File: config.mk
export PLATFORM = sky130hd
export DESIGN_NAME = blitq_top
export DESIGN_NICKNAME = d
export VERILOG_FILES = /design/src/rtl/blitq_pkg.sv /design/src/rtl/blitq_ring.sv /design/src/rtl/blitq_seq.sv /design/src/rtl/blitq_pending.sv /design/src/rtl/blitq_top.sv
export SDC_FILE = /design/constraint.sdc
export NUM_CORES = 1
export LEC_CHECK = 0
export BUFFER_PORTS_ARGS = -buffer_cell sky130_fd_sc_hd__buf_4
export CORE_MARGIN = 3
export CORE_UTILIZATION = 50
export DETAILED_ROUTE_END_ITERATION = 7
export GPL_TIMING_DRIVEN = 1
export PLACE_DENSITY = 0.7
export SLEW_MARGIN = 5
export SYNTH_ARGS = -nofsm -noshare
export SYNTH_HDL_FRONTEND = slang
export SYNTH_SLANG_ARGS = --single-unit
File: constraint.sdc
create_clock -name clk -period 5.35 [get_ports clk]
set_input_delay 1.07 -clock clk [delete_from_list [all_inputs] [get_ports clk]]
set_output_delay 1.07 -clock clk [all_outputs]
set_load 0.02 [all_outputs]
File: src/rtl/blitq_pkg.sv
package blitq_pkg;
    localparam int NUM_CH   = 2;
    localparam int HANDLE_W = 32;
    localparam int CH_TO_DEV = 0;
    localparam int CH_TO_MEM = 1;
    typedef logic [HANDLE_W-1:0] handle_t;
endpackage

File: src/rtl/blitq_ring.sv
module blitq_ring
    import blitq_pkg::*;
#(
    parameter int SLOTS = 8,
    parameter int JOB_W = 16
) (
    input  logic             clk,
    input  logic             rst_n,
    input  logic             push,
    input  logic [JOB_W-1:0] push_job,
    input  logic             complete,
    input  logic             launch,
    input  logic             release_req,
    output logic             can_push,
    output handle_t          next_handle,
    output handle_t          cur_handle,
    output handle_t          done_handle,
    output logic             work_left,
    output logic [JOB_W-1:0] launch_job,
    output logic             cleanup_req
);
    localparam int IDX_W = (SLOTS > 1) ? $clog2(SLOTS) : 1;
    localparam int CNT_W = $clog2(SLOTS + 1);

    typedef struct packed {
        logic [IDX_W-1:0] head;
        logic [IDX_W-1:0] cur;
        logic [IDX_W-1:0] srv;
        logic [CNT_W-1:0] free;
        logic [CNT_W-1:0] outst;
        handle_t          cur_h;
        handle_t          done_h;
    } ring_t;

    function automatic logic [IDX_W-1:0] wrap_inc(input logic [IDX_W-1:0] i);
        return (i == IDX_W'(SLOTS - 1)) ? '0 : i + 1'b1;
    endfunction

    ring_t            r_q, r_d;
    logic [JOB_W-1:0] slot_q [SLOTS];
    logic             rel_ok;
    logic [IDX_W-1:0] cur_next;

    always_comb begin
        r_d    = r_q;
        rel_ok = release_req && (r_q.srv != r_q.cur);
        if (push) begin
            r_d.head  = wrap_inc(r_q.head);
            r_d.cur_h = r_q.cur_h + 1'b1;
        end
        if (complete) begin
            r_d.cur    = wrap_inc(r_q.cur);
            r_d.done_h = r_q.done_h + 1'b1;
        end
        if (rel_ok) begin
            r_d.srv = wrap_inc(r_q.srv);
        end
        r_d.free  = r_q.free - CNT_W'(push) + CNT_W'(rel_ok);
        r_d.outst = r_q.outst + CNT_W'(push) - CNT_W'(launch);
        cur_next  = complete ? wrap_inc(r_q.cur) : r_q.cur;
    end

    always_ff @(posedge clk) begin
        if (!rst_n) begin
            r_q.head   <= '0;
            r_q.cur    <= '0;
            r_q.srv    <= '0;
            r_q.free   <= CNT_W'(SLOTS - 1);
            r_q.outst  <= '0;
            r_q.cur_h  <= '0;
            r_q.done_h <= '0;
        end else begin
            r_q <= r_d;
        end
    end

    always_ff @(posedge clk) begin
        if (push) begin
            slot_q[r_q.head] <= push_job;
        end
    end

    assign can_push    = (r_q.free != '0);
    assign next_handle = r_q.cur_h + 1'b1;
    assign cur_handle  = r_q.cur_h;
    assign done_handle = r_q.done_h;
    assign work_left   = (r_q.outst != '0);
    assign launch_job  = slot_q[cur_next];
    assign cleanup_req = (r_q.srv != r_q.cur);

    p_free_cap_r1: assert property (@(posedge clk) disable iff (!rst_n)
        r_q.free <= CNT_W'(SLOTS - 1));
    p_no_push_when_full_r10: assert property (@(posedge clk) disable iff (!rst_n)
        push |-> (r_q.free != '0));
    p_handle_step_r2: assert property (@(posedge clk) disable iff (!rst_n)
        push |=> (r_q.cur_h == $past(r_q.cur_h) + 1'b1));
    p_release_frees_r11: assert property (@(posedge clk) disable iff (!rst_n)
        (release_req && cleanup_req && !push) |=> (r_q.free == $past(r_q.free) + 1'b1));
    p_launch_has_work_r4: assert property (@(posedge clk) disable iff (!rst_n)
        launch |-> (r_q.outst != '0));
endmodule

File: src/rtl/blitq_seq.sv
module blitq_seq #(
    parameter int JOB_W   = 16,
    parameter int TIMEOUT = 1024
) (
    input  logic             clk,
    input  logic             rst_n,
    input  logic             done_st,
    input  logic             en_st,
    input  logic             work_left,
    input  logic [JOB_W-1:0] launch_job,
    output logic             complete,
    output logic             launch,
    output logic             ch_start,
    output logic [JOB_W-1:0] ch_job,
    output logic             ch_abort,
    output logic             ch_done_clr,
    output logic             ch_off,
    output logic             evt_done,
    output logic             evt_aborted
);
    localparam int TMR_W = $clog2(TIMEOUT + 1);

    typedef struct packed {
        logic             active;
        logic             aborting;
        logic             start;
        logic             abort;
        logic             clr;
        logic             off;
        logic             evt;
        logic             evt_ab;
        logic [TMR_W-1:0] timer;
        logic [JOB_W-1:0] job;
    } seq_t;

    seq_t s_q, s_d;

    always_comb begin
        s_d        = s_q;
        s_d.start  = 1'b0;
        s_d.abort  = 1'b0;
        s_d.clr    = 1'b0;
        s_d.evt    = 1'b0;
        s_d.evt_ab = 1'b0;
        complete   = (s_q.active && done_st) || (s_q.aborting && !en_st);
        if (complete) begin
            s_d.evt      = 1'b1;
            s_d.evt_ab   = s_q.aborting;
            s_d.clr      = 1'b1;
            s_d.active   = 1'b0;
            s_d.aborting = 1'b0;
        end else if (s_q.active) begin
            if (s_q.timer == '0) begin
                s_d.abort    = 1'b1;
                s_d.aborting = 1'b1;
                s_d.timer    = TMR_W'(TIMEOUT);
            end else begin
                s_d.timer = s_q.timer - 1'b1;
            end
        end
        launch = !s_d.active && work_left;
        if (launch) begin
            s_d.start  = 1'b1;
            s_d.job    = launch_job;
            s_d.active = 1'b1;
            s_d.timer  = TMR_W'(TIMEOUT);
        end
        s_d.off = !s_d.active;
    end

    always_ff @(posedge clk) begin
        if (!rst_n) begin
            s_q     <= '0;
            s_q.off <= 1'b1;
        end else begin
            s_q <= s_d;
        end
    end

    assign ch_start    = s_q.start;
    assign ch_job      = s_q.job;
    assign ch_abort    = s_q.abort;
    assign ch_done_clr = s_q.clr;
    assign ch_off      = s_q.off;
    assign evt_done    = s_q.evt;
    assign evt_aborted = s_q.evt_ab;

    p_abort_needs_run_r6: assert property (@(posedge clk) disable iff (!rst_n)
        s_q.active && !complete && (s_q.timer != '0) |=> !ch_abort);
    p_complete_idles_r5: assert property (@(posedge clk) disable iff (!rst_n)
        (complete && !launch) |=> !s_q.active);
    p_start_when_idle_r4: assert property (@(posedge clk) disable iff (!rst_n)
        launch |-> (!s_q.active || complete));
    p_abort_finish_r7: assert property (@(posedge clk) disable iff (!rst_n)
        (s_q.aborting && !en_st && !done_st) |=> (evt_done && evt_aborted));
    p_no_abort_flag_when_clean_r5: assert property (@(posedge clk) disable iff (!rst_n)
        (s_q.active && !s_q.aborting && done_st) |=> (evt_done && !evt_aborted));
endmodule

File: src/rtl/blitq_pending.sv
module blitq_pending
    import blitq_pkg::*;
#(
    parameter int WIN_LOG = 23
) (
    input  handle_t done_h,
    input  handle_t cur_h,
    input  handle_t q_h,
    output logic    pending
);
    localparam handle_t WIN = handle_t'(1) << WIN_LOG;

    handle_t since_done;
    handle_t since_issue;

    always_comb begin
        since_done  = done_h - q_h;
        since_issue = cur_h - q_h;
        pending     = (since_done > WIN) && (since_issue <= WIN);
    end
endmodule

File: src/rtl/blitq_top.sv
module blitq_top
    import blitq_pkg::*;
#(
    parameter int SLOTS   = 8,
    parameter int JOB_W   = 16,
    parameter int TIMEOUT = 1024,
    parameter int WIN_LOG = 23
) (
    input  logic                    clk,
    input  logic                    rst_n,
    input  logic                    sub_req,
    input  logic                    sub_to_dev,
    input  logic [JOB_W-1:0]        sub_job,
    output logic                    sub_gnt,
    output logic [31:0]             sub_handle,
    output logic [1:0]              ch_start,
    output logic [2*JOB_W-1:0]      ch_job,
    output logic [1:0]              ch_abort,
    output logic [1:0]              ch_done_clr,
    output logic [1:0]              ch_off,
    input  logic [1:0]              ch_done,
    input  logic [1:0]              ch_en,
    output logic [1:0]              evt_done,
    output logic [1:0]              evt_aborted,
    output logic [1:0]              cleanup_req,
    input  logic [1:0]              rel_req,
    input  logic                    q_ch,
    input  logic [31:0]             q_handle,
    output logic                    q_pending
);
    logic [NUM_CH-1:0] can_push, push, complete, launch, work_left;
    handle_t           nxt_h  [NUM_CH];
    handle_t           cur_h  [NUM_CH];
    handle_t           done_h [NUM_CH];
    logic [JOB_W-1:0]  l_job  [NUM_CH];
    logic              sel;

    assign sel = sub_to_dev ? 1'(CH_TO_DEV) : 1'(CH_TO_MEM);

    for (genvar c = 0; c < NUM_CH; c++) begin : g_ch
        assign push[c] = sub_req && (sel == 1'(c)) && can_push[c];

        blitq_ring #(.SLOTS(SLOTS), .JOB_W(JOB_W)) u_ring (
            .clk         (clk),
            .rst_n       (rst_n),
            .push        (push[c]),
            .push_job    (sub_job),
            .complete    (complete[c]),
            .launch      (launch[c]),
            .release_req (rel_req[c]),
            .can_push    (can_push[c]),
            .next_handle (nxt_h[c]),
            .cur_handle  (cur_h[c]),
            .done_handle (done_h[c]),
            .work_left   (work_left[c]),
            .launch_job  (l_job[c]),
            .cleanup_req (cleanup_req[c])
        );

        blitq_seq #(.JOB_W(JOB_W), .TIMEOUT(TIMEOUT)) u_seq (
            .clk         (clk),
            .rst_n       (rst_n),
            .done_st     (ch_done[c]),
            .en_st       (ch_en[c]),
            .work_left   (work_left[c]),
            .launch_job  (l_job[c]),
            .complete    (complete[c]),
            .launch      (launch[c]),
            .ch_start    (ch_start[c]),
            .ch_job      (ch_job[c*JOB_W +: JOB_W]),
            .ch_abort    (ch_abort[c]),
            .ch_done_clr (ch_done_clr[c]),
            .ch_off      (ch_off[c]),
            .evt_done    (evt_done[c]),
            .evt_aborted (evt_aborted[c])
        );
    end

    assign sub_gnt    = sub_req && can_push[sel];
    assign sub_handle = nxt_h[sel];

    blitq_pending #(.WIN_LOG(WIN_LOG)) u_pend (
        .done_h  (done_h[q_ch]),
        .cur_h   (cur_h[q_ch]),
        .q_h     (q_handle),
        .pending (q_pending)
    );

    p_done_not_pending_r9: assert property (@(posedge clk) disable iff (!rst_n)
        (q_handle == done_h[q_ch]) |-> !q_pending);
    p_route_r3: assert property (@(posedge clk) disable iff (!rst_n)
        sub_gnt |-> (push[0] == sub_to_dev) && (push[1] == !sub_to_dev));
endmodule

==> metrics.cfg <==
[status]
outcome = complete, but fails checks
failed_checks = setup timing

[grt]
grt_pass1_wl_um = 111800
grt-ovfl-total = 0
antenna_found_initial = 0
grt_max_degree = 85
grt_pass1_vias = 21010
track_usage_pct = 24.76

[hold_path]
min_path_type = reg2reg
holdPathEnd = g_ch[0].u_seq.s_q[21]
whs_path_depth = 2
hold_start = g_ch[0].u_seq.s_q[21]

[sta]
postLayoutSetupSlackWorst_ps = -197.3
slew_viol_final = 0
fin_crit_sh_pct = 103.7
max-slew-margin-rel_pct = 21.41
fmax_mhz = 180.3
finalSetupViolations = 1
final.setup.tns_ps = -197.3
fin_crit_ps = 5547
hold_violations = 0
worst_pin_slew_ps = 1175
rsz0062_at_grt = yes
fin_skew_ps = 39.73

[pwr]
peakVddDrop_mv = 0.3442
combPwrFrac_pct = 29.8
power_density_nw_per_um2 = 361.4
p_sw_share_pct = 33.06
p_switching_mw = 3.859
internal_power_mw = 7.815
power_frac_seq_pct = 38.3
total_power_mw = 11.67
power.clock.fraction_pct = 31.9
power_leakage_nw = 13.26

[drt]
ant_nets = 0
wirelength_um = 72180
vias = 21610
first_iter_violations = 1585
drc_errors = 0
avgRoutedWirePerCell_um = 18.90
first_pass_iters = 5
vias_per_cell = 5.658

[die]
start_util_pct = 51.08
core_area_um2 = 51920
pin_count = 139
fp-row-count = 83
die-area_um2 = 55840
die_w_um = 236.3
die_h_um = 236.3

[yosys]
synth_edf_count = 256
synthArstFlopShare_pct = 0
synth_nets = 2966
ys_top_cells_by_count = nand2_1, edfxtp_1, dfxtp_1
synthCells = 2799
synthTopCellsByArea = edfxtp_1, dfxtp_1, nand2_1
yosys.area.top_type = edfxtp_1
synth_most_common_cell = nand2_1
yosysSeqAreaShare_pct = 46.34
netlist_area_um2 = 26520
yosysWarnings = 0
synthFlopType = edfxtp_1
synth_top_area_share_pct = 28.98
ys_ff_latch = 486
avgSynthCellArea_um2 = 9.476
synth.distinct_cells = 86

[critical_path]
r2r-end = g_ch[1].u_ring.slot_q[7][10]
reg2reg_slack_ps = 2230
critPathTopFamily = compound AO/OA/AOI/OAI gates
rr_worst_depth = 8
path_class = in2out
cp.arrival_ps = 4480
worst-path-buf-inv = 4
reg2reg_from = g_ch[1].u_ring.r_q[70]
cp_slowest_cell = mux2_2
crit_chain = bufbuf_16 > mux2_2 > ha_1 > buf_4 > o2111a_1 > o21a_1 > a211o_1 > a2111oi_1 > buf_4 > nand4_1 > nor4_2 > nand4_1 > a221oi_2 > o311a_1 > buf_6
worstSetupEndpointType = output pin
critPathLaunch = q_ch
start_kind = input port
critPathMaxFanout = 7
crit_required_ps = 4280
slowest_delay_ps = 370

[final_layout]
nNetsFinal = 3262
drive_above_1_share_pct = 22.24
stdcell_count = 3819
synthToLayoutAreaGrowth_pct = 21.78

[placed_design]
dp_hpwl_um = 50760
port_buffers = 138
preCtsSetupSlack_ps = -652.8
dp.cells = 3709
gp_routability_congestion = 0.9294

[clock_tree]
clk_pin_slew_ps = 60
htreeDepth = 2
cts_num_sinks = 486
numCtsBuffers = 51
clockBufferDepth = 3
clk-insertion-delay-late_ps = 620
cts_hold_buf = 0
cts_root_buffer = clkbuf_16
cts_tree = built

[run]
cap_violations = 0

==> flip-flops by register name, indices dropped and copies added, names as in the netlist <==
| name | count |
|---|---|
| g_ch.u_ring.cur_handle | 64 |
| g_ch.u_ring.done_handle | 64 |
| g_ch.u_ring.r_q | 34 |
| g_ch.u_ring.slot_q | 256 |
| g_ch.u_seq.ch_abort | 2 |
| g_ch.u_seq.ch_job | 32 |
| g_ch.u_seq.ch_off | 2 |
| g_ch.u_seq.ch_start | 2 |
| g_ch.u_seq.evt_aborted | 2 |
| g_ch.u_seq.evt_done | 2 |
| g_ch.u_seq.s_q | 26 |
==> power by group through the flow <==
stage	sequential (mW)	combinational [mW]	clock, mW
2_1_floorplan	4.47	2.54	0
3_3_place_gp	4.53	3.32	0
6_report	4.47	3.48	3.73
5_1_grt	4.51	3.84	3.93
4_1_cts	4.47	3.49	3.79
3_5_place_dp	4.55	3.44	0
==> metrics by stage <==
stage	hold WS [ps]	util [%]	area [um^2]
floorplan	433.7	-	26580
global placement	446.1	57.36	29790
detailed placement	457.3	57.36	29790
CTS	464.6	61.65	32010
global route	491.5	62.20	32300
finish	465.3	62.20	32300
==> kinds of logic (layout without fill, tap and decap cells) <==
family	after synthesis	count (layout)	synth area share [%]
compound gates	485	485	12.35
other cells	0	1	0
xor+xnor	207	207	6.836
fa+ha+maj	108	108	5.236
simple gates	1147	1147	21.16
mux	78	78	3.227
flops	486	486	46.34
buf+inv	288	627	4.840
==> metal layers <==
| layer | share of wire (%) | global-route usage [%] | wire, um | vias up |
|---|---|---|---|---|
| met2 | 51 | 44.54 | 36870 | 587 |
| met1 | 41 | 30.46 | 29270 | 10410 |
| met5 | 0 | 0 | 0 | - |
| li1 | - | - | - | 10460 |
| met3 | 5.3 | 3.554 | 3846 | 150 |
| met4 | 3.0 | 8.081 | 2186 | 0 |
==> placed cells by master (no fill, tap or decap), types with 87 or more instances in the layout <==
| master | synthesis | layout |
|---|---|---|
| nand2_1 | 496 | 495 |
| buf_4 | 48 | 421 |
| edfxtp_1 | 256 | 256 |
| dfxtp_1 | 230 | 230 |
| xnor2_1 | 137 | 137 |
| nand3_1 | 131 | 131 |
| and2_1 | 120 | 120 |
| nor2_1 | 112 | 108 |
| inv_1 | 101 | 101 |
| o21ai_0 | 104 | 95 |
| ha_1 | 103 | 87 |
==> layout make-up <==
cell class                 instances  area, um^2
multi-input combinational       2025       13670
fill                            4300       19630
timing repair buffer             428        3303
clock inverter                    27       396.6
sequential                       486       12290
tap                              680       850.8
antenna                            1       2.502
clock buffer                      69        1394
inverter                         103       386.6
==> tightest hold or removal path: cells and delay by family (launching register included) <==
family	cells	cell delay, ps
flip-flops	1	310
AND/OR/NAND/NOR	1	50
AO/OA/AOI/OAI	1	50
==> worst max-delay path by stage <==
stage	end	slack, ps	depth (start not counted)
2_1_floorplan	q_pending	-3	15
3_3_place_gp	q_pending	-570	16
3_5_place_dp	q_pending	-650	16
4_1_cts	q_pending	-240	16
5_1_grt	q_pending	-280	17
6_report	q_pending	-200	15
==> repair_timing <==
action | CTS | global route
pin swaps | 23 | 32
setup buffers | 8 | 4
cloned | 1 | 0
resized for setup | 62 | 52
endpoints found under the setup margin | 1 | 1
No activity file was read; power rests on OpenSTA's default activity.
